$ cat src/rtl/dtmr_pkg.sv
package dtmr_pkg;

    localparam int BUS_W = 32;

    typedef struct packed {
        logic run;
        logic periodic;
    } tctl_t;

    typedef enum logic [1:0] {
        REG_LOAD  = 2'd0,
        REG_VALUE = 2'd1,
        REG_CTRL  = 2'd2,
        REG_CLR   = 2'd3
    } treg_e;

    localparam int CTL_PERIODIC_BIT = 6;
    localparam int CTL_RUN_BIT      = 7;
    localparam int IRQ_BIT0         = 4;

    localparam logic [7:0] T0_BASE     = 8'h00;
    localparam logic [7:0] T1_BASE     = 8'h20;
    localparam logic [7:0] DBG_LO_ADDR = 8'h40;
    localparam logic [7:0] DBG_HI_ADDR = 8'h44;
    localparam logic [7:0] STAT_ADDR   = 8'h50;

    function automatic logic timer_hit(input logic [7:0] a, input logic [7:0] base);
        return (a[7:4] == base[7:4]) && (a[1:0] == 2'b00);
    endfunction

    function automatic tctl_t ctl_from_bits(input logic run_b, input logic per_b);
        tctl_t c;
        c.run      = run_b;
        c.periodic = per_b;
        return c;
    endfunction

endpackage

$ cat src/rtl/dtmr_chan.sv
module dtmr_chan
    import dtmr_pkg::*;
#(
    parameter int W = 16
) (
    input  logic                clk,
    input  logic                rst,
    input  logic                tick,
    input  logic                wr_load,
    input  logic                wr_ctl,
    input  logic                wr_clr,
    input  logic [W-1:0]        load_in,
    input  tctl_t               ctl_in,
    output logic [BUS_W-1:0]    load_rd,
    output logic [BUS_W-1:0]    val_rd,
    output tctl_t               ctl_q,
    output logic                irq_q
);

    logic [W-1:0] load_q;
    logic [W-1:0] value_q;
    logic         step;
    logic         at_zero;
    logic [W-1:0] reload_val;

    assign step       = tick && ctl_q.run;
    assign at_zero    = (value_q == '0);
    assign reload_val = ctl_q.periodic ? load_q : {W{1'b1}};

    always_ff @(posedge clk) begin
        if (rst) begin
            load_q  <= '0;
            value_q <= '0;
            ctl_q   <= '0;
            irq_q   <= 1'b0;
        end else begin
            if (wr_load) load_q <= load_in;
            if (wr_ctl)  ctl_q  <= ctl_in;
            if (step)    value_q <= at_zero ? reload_val : value_q - 1'b1;
            if (step && at_zero) irq_q <= 1'b1;
            else if (wr_clr)     irq_q <= 1'b0;
        end
    end

    assign load_rd = BUS_W'(load_q);
    assign val_rd  = BUS_W'(value_q);

endmodule

$ cat src/rtl/dtmr_dbg.sv
module dtmr_dbg #(
    parameter int W = 40
) (
    input  logic         clk,
    input  logic         rst,
    input  logic         tick,
    output logic [W-1:0] cnt_q
);

    always_ff @(posedge clk) begin
        if (rst)       cnt_q <= '0;
        else if (tick) cnt_q <= cnt_q + 1'b1;
    end

endmodule

$ cat src/rtl/dtmr_pair.sv
module dtmr_pair
    import dtmr_pkg::*;
#(
    parameter int TMR0_W   = 16,
    parameter int TMR1_W   = 32,
    parameter int DBG_W    = 40,
    parameter int DBG_LO_W = 32
) (
    input  logic        clk,
    input  logic        rst,
    input  logic        tick,
    input  logic        bus_wr,
    input  logic [7:0]  bus_addr,
    input  logic [31:0] bus_wdata,
    output logic [31:0] bus_rdata,
    output logic [1:0]  irq
);

    localparam int NCH = 2;
    localparam logic [DBG_W-1:0] LO_MASK = DBG_W'((64'd1 << DBG_LO_W) - 64'd1);

    logic [NCH-1:0]            t_hit;
    logic [NCH-1:0][BUS_W-1:0] chan_load;
    logic [NCH-1:0][BUS_W-1:0] chan_val;
    tctl_t [NCH-1:0]           chan_ctl;
    logic [NCH-1:0]            chan_en;
    logic [DBG_W-1:0]          dbg_cnt;
    treg_e                     reg_off;
    tctl_t                     ctl_wr;

    assign reg_off = treg_e'(bus_addr[3:2]);
    assign ctl_wr  = ctl_from_bits(bus_wdata[CTL_RUN_BIT], bus_wdata[CTL_PERIODIC_BIT]);

    for (genvar i = 0; i < NCH; i++) begin : g_chan
        localparam int         CW   = (i == 0) ? TMR0_W : TMR1_W;
        localparam logic [7:0] BASE = (i == 0) ? T0_BASE : T1_BASE;

        assign t_hit[i]   = timer_hit(bus_addr, BASE);
        assign chan_en[i] = chan_ctl[i].run;

        dtmr_chan #(.W(CW)) u_chan (
            .clk     (clk),
            .rst     (rst),
            .tick    (tick),
            .wr_load (bus_wr && t_hit[i] && reg_off == REG_LOAD),
            .wr_ctl  (bus_wr && t_hit[i] && reg_off == REG_CTRL),
            .wr_clr  (bus_wr && t_hit[i] && reg_off == REG_CLR),
            .load_in (bus_wdata[CW-1:0]),
            .ctl_in  (ctl_wr),
            .load_rd (chan_load[i]),
            .val_rd  (chan_val[i]),
            .ctl_q   (chan_ctl[i]),
            .irq_q   (irq[i])
        );
    end

    dtmr_dbg #(.W(DBG_W)) u_dbg (
        .clk   (clk),
        .rst   (rst),
        .tick  (tick),
        .cnt_q (dbg_cnt)
    );

    always_comb begin
        bus_rdata = '0;
        for (int i = 0; i < NCH; i++) begin
            if (t_hit[i]) begin
                case (reg_off)
                    REG_LOAD:  bus_rdata = chan_load[i];
                    REG_VALUE: bus_rdata = chan_val[i];
                    REG_CTRL:  bus_rdata[CTL_RUN_BIT:CTL_PERIODIC_BIT] = chan_ctl[i];
                    default:   bus_rdata = '0;
                endcase
            end
        end
        if (bus_addr == DBG_LO_ADDR) bus_rdata = BUS_W'(dbg_cnt & LO_MASK);
        if (bus_addr == DBG_HI_ADDR) bus_rdata = BUS_W'(dbg_cnt >> DBG_LO_W);
        if (bus_addr == STAT_ADDR)   bus_rdata[IRQ_BIT0 +: NCH] = irq;
    end

endmodule

$ cat config.mk
export PLATFORM = sky130hd
export DESIGN_NAME = dtmr_pair
export DESIGN_NICKNAME = d
export VERILOG_FILES = /design/src/rtl/dtmr_pkg.sv /design/src/rtl/dtmr_chan.sv /design/src/rtl/dtmr_dbg.sv /design/src/rtl/dtmr_pair.sv
export SDC_FILE = /design/constraint.sdc
export NUM_CORES = 1
export LEC_CHECK = 0
export BUFFER_PORTS_ARGS = -buffer_cell sky130_fd_sc_hd__buf_2
export CAP_MARGIN = 20
export CORE_MARGIN = 2
export CORE_UTILIZATION = 30
export CTS_CLUSTER_DIAMETER = 120
export DETAILED_ROUTE_END_ITERATION = 12
export GPL_TIMING_DRIVEN = 0
export PLACE_DENSITY = 0.45
export SYNTH_ARGS = -nofsm -noshare
export SYNTH_HDL_FRONTEND = slang
export SYNTH_SLANG_ARGS = --single-unit
$ cat constraint.sdc
create_clock -name clk -period 5.01 [get_ports clk]
set_input_delay 1.002 -clock clk [delete_from_list [all_inputs] [get_ports clk]]
set_output_delay 1.002 -clock clk [all_outputs]
set_load 0.05 [all_outputs]
==> reports/qor.yml, run 1 <==
outcome: "finished, final reports clean"
initial_core_util: 0.306
r2r-start: "g_chan[1].u_chan.val_rd[20]"
synthTopCellsByArea: "dfxtp_1 (35%), nand2_1 (7.5%), a21oi_1 (5.9%)"
powerDensity_nw_per_um2: 268
r2r_slack_ns: 1.91
period_share: 0.961
fin_nets: 1190
dp_slack_ns: -0.0000830
clock_latency_ns: 0.43
cpPeakStageDelay_ns: 0.70
finalWirelength_microns: 32500
cts_buffer_depth: 2
cp.arrival_ns: 3.81
holdBufCountCts: 0
avgViaCountPerCell: 5.70
grt_usage: 0.231
drv_slew: 0
hpwl_microns: 24300
layoutNonFillerInstCount: 1488
ctsResizeCount: 1
drive_gt1_frac: 0.125
final_util: 0.358
synth_top_area_frac: 0.354
hold_class: "reg2reg"
worstPathMaxFanout: 10
cts_htree_levels: 4
crit_path_start: "bus_addr[2]"
numCtsBuffers: 17
synth_cell_types: 72
avgSynthCellArea_sq_um: 7.68
synth_edf_count: 0
crit_slowest_cell: "buf_1"
wl_per_cell_microns: 21.8
synth_area_leader_cell: "dfxtp_1"
rsz0062_at_grt: "false"
cts_root_buffer: "clkbuf_16"
synth.most_common_cell: "nand2_1"
drt_pass1_iterations: 5
synthArstFlopShare: 0
syn_area_sq_um: 8030
hold_violations: 0
cp_cell_sequence: "buf_2 > buf_1 > buf_1 > clkbuf_2 > mux2i_1 > o21ai_0 > buf_2"
antenna_found_initial: 0
grt_pass1_wl_microns: 49300
crit_required_ns: 4.01
ys_seq_elements: 142
dpl-instance-area_sq_um: 8820
path_clk_slew_ns: 0.06
maxCapViolations: 0
core_sq_um: 26200
yosysSeqAreaShare: 0.354
cts_tree: "done"
synthFlopType: "dfxtp_1"
ys.warnings.count: 0
fin_tns_setup_ns: 0
clock_skew_ns: 0.00923
drcViolationCount: 0
synth_top_cells_by_count: "nand2_1 (160), dfxtp_1 (142), a21oi_1 (95)"
fin_crit_ns: 4.82
timing.rr.end: "g_chan[1].u_chan.val_rd[23]"
ant_nets: 0
slew_headroom: 0.347
final_area_sq_um: 9390
gp_congestion: 0.891
n_fill_cell: 2796
setup_viol: 0
cp-end-kind: "output port"
post_cts_buffers: 0
worstSetupPathType: "in2out"
max_freq_mhz: 208
grt_max_degree: 17
p_leak_nw: 3.33
critical-path-top-delay-family: "buffers and inverters"
dp_cells: 1456
design.die.area_sq_um: 28100
die_h_microns: 168
ir_worst_vdd_mv: 0.233
r2r_cells: 7
setup_ws_ns: 0.194
synth_cells: 1046
port_buffers: 75
io_pins: 78
area_growth_pct: 17.0
drt_iter0_markers: 1059
grt_pass1_vias: 8046
overflow: 0
clkSinkCount: 142
syn_nets: 1095
crit_cells: 7
die_w_microns: 168
path_buf_inv: 5
num_vias: 8476
rows: 59
diodes: 0
tightest_slew_ns: 0.967
critPathLaunchType: "input pin"
endpoint: "bus_rdata[16]"
[state kept, by name, summed over array words and instances (netlist names)]
signal and count:
u_dbg.cnt_q 40, g_chan.u_chan.load_rd 32, g_chan.u_chan.val_rd 32, g_chan.u_chan.load_q 16
g_chan.u_chan.value_q 16, g_chan.u_chan.ctl_q 4, g_chan.u_chan.irq_q 2
[layer usage]
layer / part of all wire / vias to the layer above / GRT usage
met1: 0.46 / 4095 / 0.318
met3: 0.065 / 43 / 0.0480
li1: - / 4032 / -
met2: 0.45 / 306 / 0.363
met5: 0 / - / 0
met4: 0.022 / 0 / 0.0684
[worst register-to-register path, delay by kind of cell, from the launching register on]
| kind | cells | cell delay (ns) |
|---|---|---|
| buffers and inverters | 2 | 0.76 |
| AND/OR/NAND/NOR | 3 | 1.49 |
| flip-flops | 1 | 0.29 |
| AO/OA/AOI/OAI | 2 | 0.47 |
[worst min-delay path by stage]
| stage | from | to | depth (start not counted) |
|---|---|---|---|
| global route | g_chan[1].u_chan.load_rd[2] | g_chan[1].u_chan.load_rd[2] | 2 |
| finish | g_chan[1].u_chan.load_rd[18] | g_chan[1].u_chan.load_rd[18] | 2 |
| CTS | g_chan[1].u_chan.load_rd[3] | g_chan[1].u_chan.load_rd[3] | 2 |
| detailed placement | g_chan[1].u_chan.load_rd[3] | g_chan[1].u_chan.load_rd[3] | 2 |
| global placement | g_chan[1].u_chan.load_rd[18] | g_chan[1].u_chan.load_rd[18] | 2 |
| floorplan | g_chan[1].u_chan.load_rd[15] | g_chan[1].u_chan.load_rd[15] | 2 |
[cell usage in the layout, fill, tap and decap left out, types with 8 or more instances in the layout]
master / netlist / final
mux2i_1: 30 / 30
or4_1: 12 / 12
o32ai_1: 11 / 11
a211oi_1: 8 / 8
mux4_2: 8 / 8
or3_1: 20 / 20
o31ai_1: 16 / 16
xnor2_1: 27 / 27
a21oi_1: 95 / 95
clkbuf_1: 61 / 61
buf_2: 8 / 83
nor4_1: 37 / 37
o21ai_0: 55 / 55
nand3_1: 51 / 51
nor2_1: 82 / 82
nand4_1: 14 / 14
inv_1: 30 / 30
dfxtp_1: 142 / 142
clkbuf_16: 0 / 17
a31oi_1: 10 / 10
nor3_1: 40 / 40
nand2_1: 160 / 160
[layout make-up]
class | instances | area (sq um) | area share
inverter | 32 | 120 | 0.0128
buffer | 77 | 315 | 0.0336
multi-input combinational | 795 | 4750 | 0.506
tap | 335 | 419 | 0.0446
timing repair buffer | 76 | 383 | 0.0408
clock buffer | 21 | 470 | 0.0501
clock inverter | 10 | 88.8 | 0.00946
sequential | 142 | 2840 | 0.303
[kinds of logic (layout without fill, tap and decap cells)]
| group | Yosys count | in the layout | synth area share |
|---|---|---|---|
| buffers and inverters | 109 | 216 | 0.0541 |
| muxes | 40 | 40 | 0.0626 |
| AOI/OAI and AO/OA | 259 | 259 | 0.205 |
| xor gates and xnor gates | 32 | 32 | 0.0349 |
| DFF | 142 | 142 | 0.354 |
| adders and majority gates | 5 | 5 | 0.00779 |
| and+or+nand+nor | 459 | 459 | 0.281 |
[report_power, final]
part	internal, mW	total, mW	switching (mW)
combinational	0.0352	0.122	0.0865
clock	0.719	1.26	0.536
sequential	1.13	1.14	0.00476
[through the flow]
stage	hold WS, ns	power (mW)
CTS	0.476	2.53
finish	0.475	2.51
global placement	0.468	1.28
floorplan	0.443	1.22
global route	0.489	2.59
detailed placement	0.468	1.28
(Power assumes the default switching activity.)
==> run 2, diff against run 1 <==
Clock period 5.01 ns to 5.3 ns, I/O delays scaled along.
==> run 2 against run 1 <==
Effect of this change: total power shrank 5.4%; critical path depth did not move; register-to-register slack improved by 0.28 ns; global-route usage is the same; die area is the same; clock power down 6%; setup slack got worse by 0.097 ns; utilization about the same; combinational power shrank 6%; critical endpoint unchanged; highest routed layer unchanged.
==> reports/qor.yml, run 2 (synthesized netlist as in run 1, its figures left out) <==
io_pins: 78
layoutNonFillerInstCount: 1488
drcViolationCount: 0
drv_slew: 0
cp.arrival_ns: 4.14
largest_register_ffs: 40
powerDensity_nw_per_um2: 253
area_growth_pct: 17.0
period_share: 0.982
hold_violations: 0
top_register: "u_dbg.cnt_q"
die_w_microns: 168
n_fill_cell: 2797
clock_latency_ns: 0.43
numCtsBuffers: 17
avgViaCountPerCell: 5.70
clkSinkCount: 142
grt_max_degree: 17
met2_wirelength_microns: 14800
setup_viol: 0
grt_usage: 0.231
hpwl_microns: 24300
final_area_sq_um: 9390
hold_class: "reg2reg"
wirelength_met1_microns: 14700
holdBufCountCts: 0
tightest_slew_ns: 0.994
drt_pass1_iterations: 5
p_total_mw: 2.38
dp_slack_ns: 0.174
fin_nets: 1190
worstSetupPathType: "in2out"
ctsResizeCount: 0
dp_cells: 1456
cts_htree_levels: 4
port_buffers: 75
cts_buffer_depth: 2
cts_root_buffer: "clkbuf_16"
diodes: 0
crit_required_ns: 4.24
core_sq_um: 26200
die_h_microns: 168
path_clk_slew_ns: 0.06
grt_pass1_wl_microns: 49300
slew_headroom: 0.337
initial_core_util: 0.306
drt_iter0_markers: 1043
clock_skew_ns: 0.00915
grt_pass1_vias: 8046
dpl-instance-area_sq_um: 8820
cp-end-kind: "output port"
cts_tree: "done"
drive_gt1_frac: 0.124
rsz0062_at_grt: "false"
maxCapViolations: 0
fin_tns_setup_ns: 0
top_layer_used: "met4"
gp_congestion: 0.891
wl_per_cell_microns: 21.9
worstPathMaxFanout: 10
outcome: "finished, final reports clean"
fin_crit_ns: 5.20
final_common_cell: "nand2_1"
multi_input_area_sq_um: 4750
final_util: 0.358
rows: 59
num_vias: 8480
hold_slack_ns: 0.475
critPathLaunchType: "input pin"
post_cts_buffers: 0
regArea_sq_um: 2840
p_leak_nw: 3.33
met3WireLength_microns: 2340
max_freq_mhz: 192
ant_nets: 0
antenna_found_initial: 0
finalWirelength_microns: 32600
setup_ws_ns: 0.0964
ir_worst_vdd_mv: 0.222
overflow: 0
design.die.area_sq_um: 28100
most-common-layout-cells: "nand2_1 (160), dfxtp_1 (142), a21oi_1 (95), buf_2 (83), nor2_1 (82)"
[run 2: worst paths after layout]
path	startpoint	endpoint	slack, ns	depth (start not counted)
worst min register to register	g_chan[1].u_chan.load_rd[18]	g_chan[1].u_chan.load_rd[18]	0.47	2
worst max-delay path	bus_addr[2]	bus_rdata[16]	0.1	7
worst max register to register	g_chan[1].u_chan.val_rd[20]	g_chan[1].u_chan.val_rd[23]	2.19	7
worst min-delay path	g_chan[1].u_chan.load_rd[18]	g_chan[1].u_chan.load_rd[18]	0.47	2
[run 2: area by class of cell]
type,instances,share of cell area
Multi-Input combinational cell,795,0.506
Sequential cell,142,0.303
Clock buffer,21,0.0501
Tap cell,335,0.0446
Timing Repair Buffer,76,0.0408
Buffer,77,0.0334
Inverter,32,0.0128
Clock inverter,10,0.00946
[run 2: critical path, cell delays in order]
cell and delay (ns):
buf_2 0.13, buf_1 0.59, buf_1 0.69, clkbuf_1 0.73, mux2i_1 0.33, o21ai_0 0.29, buf_2 0.31
[run 2: power breakdown]
part | leakage [nW] | total [mW] | switching [mW] | internal [mW]
clock | 0.279 | 1.19 | 0.509 | 0.679
combinational | 1.90 | 0.115 | 0.0818 | 0.0333
sequential | 1.14 | 1.07 | 0.00450 | 1.07
[run 2: metal layers]
metal	vias up	global-route usage
met5	-	0
met4	0	0.0684
met3	47	0.0480
met2	324	0.363
met1	4078	0.318
li1	4031	-
